## config.mk

```make
export PLATFORM = sky130hd
export DESIGN_NAME = rst_cause_sysopt
export DESIGN_NICKNAME = d
export VERILOG_FILES = /design/src/rtl/rcs_pkg.sv /design/src/rtl/rcs_pulse_stretch.sv /design/src/rtl/rcs_cause_latch.sv /design/src/rtl/rcs_opt_reg.sv /design/src/rtl/rst_cause_sysopt.sv
export SDC_FILE = /design/constraint.sdc
export NUM_CORES = 1
export LEC_CHECK = 0
export ABC_AREA = 1
export CAP_MARGIN = 10
export CELL_PAD_IN_SITES_DETAIL_PLACEMENT = 1
export CELL_PAD_IN_SITES_GLOBAL_PLACEMENT = 2
export CORE_ASPECT_RATIO = 1.25
export CORE_UTILIZATION = 25
export CTS_CLUSTER_SIZE = 25
export DETAILED_ROUTE_END_ITERATION = 8
export PLACE_DENSITY_LB_ADDON = 0.12
export SYNTH_ARGS = -nofsm -noshare
export SYNTH_HDL_FRONTEND = slang
export SYNTH_SLANG_ARGS = --single-unit
```

## constraint.sdc

```tcl
create_clock -name clk -period 1.5 [get_ports clk]
set_input_delay 0.375 -clock clk [delete_from_list [all_inputs] [get_ports clk]]
set_output_delay 0.375 -clock clk [all_outputs]
set_load 0.02 [all_outputs]
```

## src/rtl/rcs_pkg.sv

```systemverilog
package rcs_pkg;

  localparam int unsigned BYTE_W = 8;

  typedef enum logic [1:0] {
    ADR_STATUS = 2'd0,
    ADR_FORCE  = 2'd1,
    ADR_OPTS   = 2'd2,
    ADR_NONE   = 2'd3
  } rcs_addr_e;

  // status bit positions
  localparam int unsigned ST_POR = 7;
  localparam int unsigned ST_DBG = 3;
  localparam int unsigned ST_CLK = 2;
  localparam int unsigned ST_LV  = 1;

  typedef struct packed {
    logic dbg;
    logic clk;
    logic lv;
  } rcs_cause_t;

  function automatic logic [BYTE_W-1:0] status_of(input rcs_cause_t c);
    logic [BYTE_W-1:0] s;
    s = '0;
    s[ST_DBG] = c.dbg;
    s[ST_CLK] = c.clk;
    s[ST_LV]  = c.lv;
    return s;
  endfunction

  function automatic logic [BYTE_W-1:0] por_status();
    logic [BYTE_W-1:0] s;
    s = '0;
    s[ST_POR] = 1'b1;
    s[ST_LV]  = 1'b1;
    return s;
  endfunction

  function automatic logic lv_trip(input logic below, input logic en, input logic rst_en);
    return below & en & rst_en;
  endfunction

endpackage

```

## src/rtl/rcs_pulse_stretch.sv

```systemverilog
module rcs_pulse_stretch #(
  parameter int unsigned LEN = 16
) (
  input  logic clk,
  input  logic por_n,
  input  logic trig,
  output logic active
);
  localparam int unsigned CW = $clog2(LEN + 1);
  localparam logic [CW-1:0] LOADV = CW'(LEN);

  logic [CW-1:0] cnt_q;

  always_ff @(posedge clk or negedge por_n) begin
    if (!por_n) begin
      cnt_q <= LOADV;
    end else if (trig) begin
      cnt_q <= LOADV;
    end else if (cnt_q != '0) begin
      cnt_q <= cnt_q - 1'b1;
    end
  end

  assign active = (cnt_q != '0);
endmodule

```

## src/rtl/rcs_cause_latch.sv

```systemverilog
module rcs_cause_latch
  import rcs_pkg::*;
(
  input  logic               clk,
  input  logic               por_n,
  input  rcs_cause_t         causes,
  input  logic               in_reset,
  output logic [BYTE_W-1:0]  status
);
  logic [BYTE_W-1:0] status_q;
  logic              any_cause;

  assign any_cause = |causes;

  always_ff @(posedge clk or negedge por_n) begin
    if (!por_n) begin
      status_q <= por_status();
    end else if (any_cause) begin
      status_q <= (in_reset ? status_q : '0) | status_of(causes);
    end
  end

  assign status = status_q;
endmodule

```

## src/rtl/rcs_opt_reg.sv

```systemverilog
module rcs_opt_reg #(
  parameter logic [7:0] RST_VAL  = 8'hF3,
  parameter logic [7:0] IMPL_MSK = 8'hF3
) (
  input  logic       clk,
  input  logic       por_n,
  input  logic       clear,
  input  logic       wr_en,
  input  logic [7:0] wdata,
  output logic [7:0] opt,
  output logic       locked
);
  localparam logic [7:0] RST_EFF = RST_VAL & IMPL_MSK;

  logic [7:0] opt_q;
  logic       lock_q;

  always_ff @(posedge clk or negedge por_n) begin
    if (!por_n) begin
      opt_q  <= RST_EFF;
      lock_q <= 1'b0;
    end else if (clear) begin
      opt_q  <= RST_EFF;
      lock_q <= 1'b0;
    end else if (wr_en && !lock_q) begin
      opt_q  <= wdata & IMPL_MSK;
      lock_q <= 1'b1;
    end
  end

  assign opt    = opt_q;
  assign locked = lock_q;
endmodule

```

## src/rtl/rst_cause_sysopt.sv

```systemverilog
module rst_cause_sysopt
  import rcs_pkg::*;
#(
  parameter int unsigned PULSE_LEN = 16,
  parameter logic [7:0]  OPT_RESET = 8'hF3,
  parameter logic [7:0]  OPT_IMPL  = 8'hF3
) (
  input  logic       clk,
  input  logic       por_n,
  input  logic       clkgen_req,
  input  logic       lv_below,
  input  logic       lvd_en,
  input  logic       lvd_rst_en,
  input  logic       dbg_wr,
  input  logic       dbg_wbit,
  input  logic       cpu_sel,
  input  logic       cpu_wr,
  input  logic [1:0] cpu_addr,
  input  logic [7:0] cpu_wdata,
  output logic [7:0] cpu_rdata,
  output logic       sys_rst_req
);
  // named internal events for the checker
  rcs_cause_t  causes;
  logic        cause_any;
  logic        rst_hold;
  logic        opt_wr_en;
  logic [7:0]  status_q;
  logic [7:0]  opt_q;
  logic        lock_q;

  assign causes.clk = clkgen_req;
  assign causes.lv  = lv_trip(lv_below, lvd_en, lvd_rst_en);
  assign causes.dbg = dbg_wr & dbg_wbit;
  assign cause_any  = |causes;
  assign rst_hold   = cause_any | sys_rst_req;
  assign opt_wr_en  = cpu_sel & cpu_wr & (rcs_addr_e'(cpu_addr) == ADR_OPTS);

  rcs_pulse_stretch #(.LEN(PULSE_LEN)) u_stretch (
    .clk    (clk),
    .por_n  (por_n),
    .trig   (cause_any),
    .active (sys_rst_req)
  );

  rcs_cause_latch u_cause (
    .clk      (clk),
    .por_n    (por_n),
    .causes   (causes),
    .in_reset (sys_rst_req),
    .status   (status_q)
  );

  rcs_opt_reg #(.RST_VAL(OPT_RESET), .IMPL_MSK(OPT_IMPL)) u_opt (
    .clk    (clk),
    .por_n  (por_n),
    .clear  (rst_hold),
    .wr_en  (opt_wr_en),
    .wdata  (cpu_wdata),
    .opt    (opt_q),
    .locked (lock_q)
  );

  always_comb begin
    unique case (rcs_addr_e'(cpu_addr))
      ADR_STATUS: cpu_rdata = status_q;
      ADR_OPTS:   cpu_rdata = opt_q;
      default:    cpu_rdata = '0;
    endcase
  end
endmodule

```

==> qor.log, run 1 <==
qor: cells_and_area.nFillCells 409
qor: drt.drtAntennaViolNets 0
qor: timing.slew_headroom 85.25%
qor: floorplan.dieArea 3782 um2
qor: timing.setup_tns 0 ps
qor: drt.drt-pass1-iter-count 4
qor: critical_path.crit_path_top_delay_cell sky130_fd_sc_hd__dfrtp_1
qor: power.power.leakage 0.7149 nW
qor: run_status.outcome finished clean
qor: timing.finalSetupViolations 0
qor: power.share_comb_of_total_power 32.0%
qor: synth.async_set_or_reset_flop_fraction_in_the_synthesized_netlist 100.0%
qor: power.p_int 0.9451 mW
qor: floorplan.pin_count 29
qor: critical_path.start_kind flop
qor: critical_path.startpoint_of_the_most_critical_setup_path u_stretch.cnt_q[0]
qor: floorplan.die_width 55.21 um
qor: cells_and_area.final_layout_size_suffix_gt1_share 37.75%
qor: power.max-vdd-ir-drop 0.0005898 V
qor: clock_tree.cts-buffers-inserted 3
qor: clock_tree.cts_tree done
qor: synth.synth.top_cell.area_share 26.73%
qor: critical_path.category_of_the_critical_setup_timing_path flop to output port
qor: timing.final.min_clock_period 1459 ps
qor: placement.dpl_cell_area 1289 um2
qor: grt.global_route.usage.total 12.98%
qor: grt.grt_pass1_wl 3.843 mm
qor: grt.grt_antenna_before_repair 0
qor: worst_hold_path.hold_path.class input pin to async pin
qor: cells_and_area.areaGrowthSynthToFinish 52.33%
qor: timing.finalCritPeriodShare 97.26%
qor: critical_path.worst-path-max-fanout 2
qor: grt.grt_overflow 0
qor: timing.clock.fmax 0.6854 GHz
qor: cells_and_area.fin_nets 173
qor: floorplan.chipHeight 68.51 um
qor: critical_path.cpPeakStageDelay 390 ps
qor: critical_path.crit_path_cell_trace inv_2, ha_4, nand3b_4, buf_6
qor: drt.vias 823
qor: critical_path.worstPathArrival 1080 ps
qor: floorplan.start_util 26.96%
qor: power.swShare 28.59%
qor: cells_and_area.stdcell_area 1348 um2
qor: timing.transition_time_at_the_pin_with_the_least_slew_margin 220.7 ps
qor: timing.timing.final.max_slew_violations 0
qor: job.max-cap-violations 0
qor: clock_tree.cts_root_buffer sky130_fd_sc_hd__clkbuf_8
qor: synth.synth.area.top_cells sky130_fd_sc_hd__dfstp_2 (27%), sky130_fd_sc_hd__dfrtp_1 (20%), sky130_fd_sc_hd__nand2_1 (11%), sky130_fd_sc_hd__nand3_1 (10%), sky130_fd_sc_hd__inv_1 (6.8%)
qor: synth.yosys_register_bits 16
qor: drt.finalWirelength 2.111 mm
qor: critical_path.r2r-start u_stretch.cnt_q[0]
qor: drt.wl_per_cell 11.23 um
qor: synth.netlist_top_cells_count sky130_fd_sc_hd__nand2_1 (27), sky130_fd_sc_hd__nand3_1 (18), sky130_fd_sc_hd__inv_1 (16)
qor: power.power_frac_seq 39.9%
qor: synth.yosys.cell_count.top_type sky130_fd_sc_hd__nand2_1
qor: synth.synth_cell_type_count 18
qor: synth.synth.net_count 128
qor: clock_tree.clk_pin_slew_worst_paths 60 ps
qor: clock_tree.cts_htree_levels 1
qor: timing.worst_clock_skew 2.756 ps
qor: synth.synth.cell_area 884.6 um2
qor: grt.grt_pass1_vias 857
qor: synth.synth-main-ff-cell sky130_fd_sc_hd__dfstp_2
qor: grt.grt_max_degree 17
qor: synth.synth_edf_count 0
qor: placement.gp_routability_congestion 0.7536
qor: drt.route.detailed.vias_per_inst 4.378
qor: synth.synthesis.yosys.warnings 0
qor: clock_tree.clock_insertion_delay_worst_skew 240 ps
qor: floorplan.core_region_area 3281 um2
qor: power.power.clock.fraction 28.1%
qor: synth.synth_area_leader_cell sky130_fd_sc_hd__dfstp_2
qor: synth.yosysSeqAreaShare 46.53%
qor: placement.io_buffer_count 26
qor: placement.dpl.hpwl 1.718 mm
qor: drt.detailedRoute.firstIterationViolations 14
qor: clock_tree.cts_max_path_buffers 2
qor: synth.syn-mean-instance-area 8.267 um2
qor: floorplan.rows 23
qor: power.power_switching 0.3784 mW
qor: cells_and_area.antenna_cells_inserted 0
qor: clock_tree.hold_buf_count_cts 0
qor: power.cellPowerDensity 982.1 nW/um2
qor: synth.syn-instance-count 107
qor: timing.number_of_hold_violations_in_the_final_report 0
qor: clock_tree.tritoncts_num_sinks 16
qor: critical_path.critPathCaptureType output port
qor: critical_path.worstPathRequired 1120 ps
qor: drt.drc 0
[path summary, 6_finish.rpt]
check / end / cells past startpoint / slack, ps
setup reg to reg: u_stretch.cnt_q[3] / 7 / 180
max in group asynchronous: u_opt.opt[7] / 2 / 810
hold reg to reg: u_cause.status[1] / 2 / 460
setup / recovery: sys_rst_req / 4 / 40
hold / removal: u_stretch.cnt_q[1] / 2 / 440
min in group clk: u_cause.status[1] / 2 / 460
[cell type report]
cell class              instances  area, um2  area share [%]
multi-input cells              75      439.2           32.59
flip-flops and latches         16      411.6           30.55
repair buffers                 40      335.3           24.88
inverters                      16      60.06           4.457
clock buffers                   4      55.05           4.085
well taps                      37      46.29           3.435
[metrics by stage]
step | worst slack (ps) | hold slack [ps] | std cells | total power, mW | utilization (%)
floorplan | 104.6 | 79.41 | 107 | 0.7381 | -
global placement | -666.7 | 459.2 | 183 | 0.9372 | 39.28
detailed placement | -749.5 | 459.1 | 183 | 0.9499 | 39.28
CTS | -4.097 | 447.0 | 187 | 1.336 | 40.12
global route | -15.58 | 474.3 | 188 | 1.420 | 41.08
finish | 41.08 | 444.8 | 188 | 1.323 | 41.08
[worst max-delay path, delay by kind of cell, from the launching register on]
kind / cells / cell delay, ps
flip-flops: 1 / 390
adder cells (fa/ha/maj): 1 / 150
buffers and inverters: 2 / 220
AND/OR/NAND/NOR: 1 / 80
[registers in the layout (all words and copies together), names as in the netlist]
| name | flops |
|---|---|
| u_opt.opt | 6 |
| u_opt.locked | 1 |
| u_stretch.cnt_q | 5 |
| u_cause.status | 4 |
[per-layer routing]
layer	global-route usage [%]	share of wire (%)
met5	0	0
met1	14.32	41
met4	5.625	1.1
met3	2.052	4.2
met2	25.00	54
[power groups by stage]
stage                     combinational, mW  sequential [mW]  clock, mW
after floorplan                       0.207            0.531          0
after global placement                0.406            0.531          0
after detailed placement              0.418            0.532          0
after CTS                             0.414            0.526      0.397
after global routing                  0.477            0.535      0.409
final                                 0.424            0.528      0.372
[cells by family after synthesis]
family	share of synthesized area, %
AOI/OAI and AO/OA	1.130
buffers and inverters	6.790
adders and majority gates	1.414
DFF	46.54
and+or+nand+nor	43.14
xor gates and xnor gates	0.9903
[layout by cell type, fill, tap and decap left out, types with 5 or more instances in the layout]
cell type / synthesis / layout
sky130_fd_sc_hd__nand2_1: 27 / 26
sky130_fd_sc_hd__nand3_1: 18 / 18
sky130_fd_sc_hd__buf_4: 0 / 17
sky130_fd_sc_hd__clkdlybuf4s50_1: 0 / 15
sky130_fd_sc_hd__inv_1: 16 / 11
sky130_fd_sc_hd__nor2_1: 12 / 11
sky130_fd_sc_hd__dfstp_2: 9 / 9
sky130_fd_sc_hd__dfrtp_1: 7 / 7
sky130_fd_sc_hd__inv_2: 0 / 5
sky130_fd_sc_hd__nor2_4: 4 / 5
[what timing repair did]
action                                  4_1_cts  5_1_grt
endpoints found under the setup margin        9        6
endpoints found under the hold margin         0        0
gates cloned                                  0        0
resized for setup                            47       14
setup buffers                                 0        1
pin swaps                                     2        3
No activity file was read; power rests on OpenSTA's default activity.
==> inputs of run 2 (changes only) <==
ABC_CLOCK_PERIOD_IN_PS = 1500   (was unset)
==> results of run 2 <==
Final layout, timing and power as in run 1 (identical DEF).
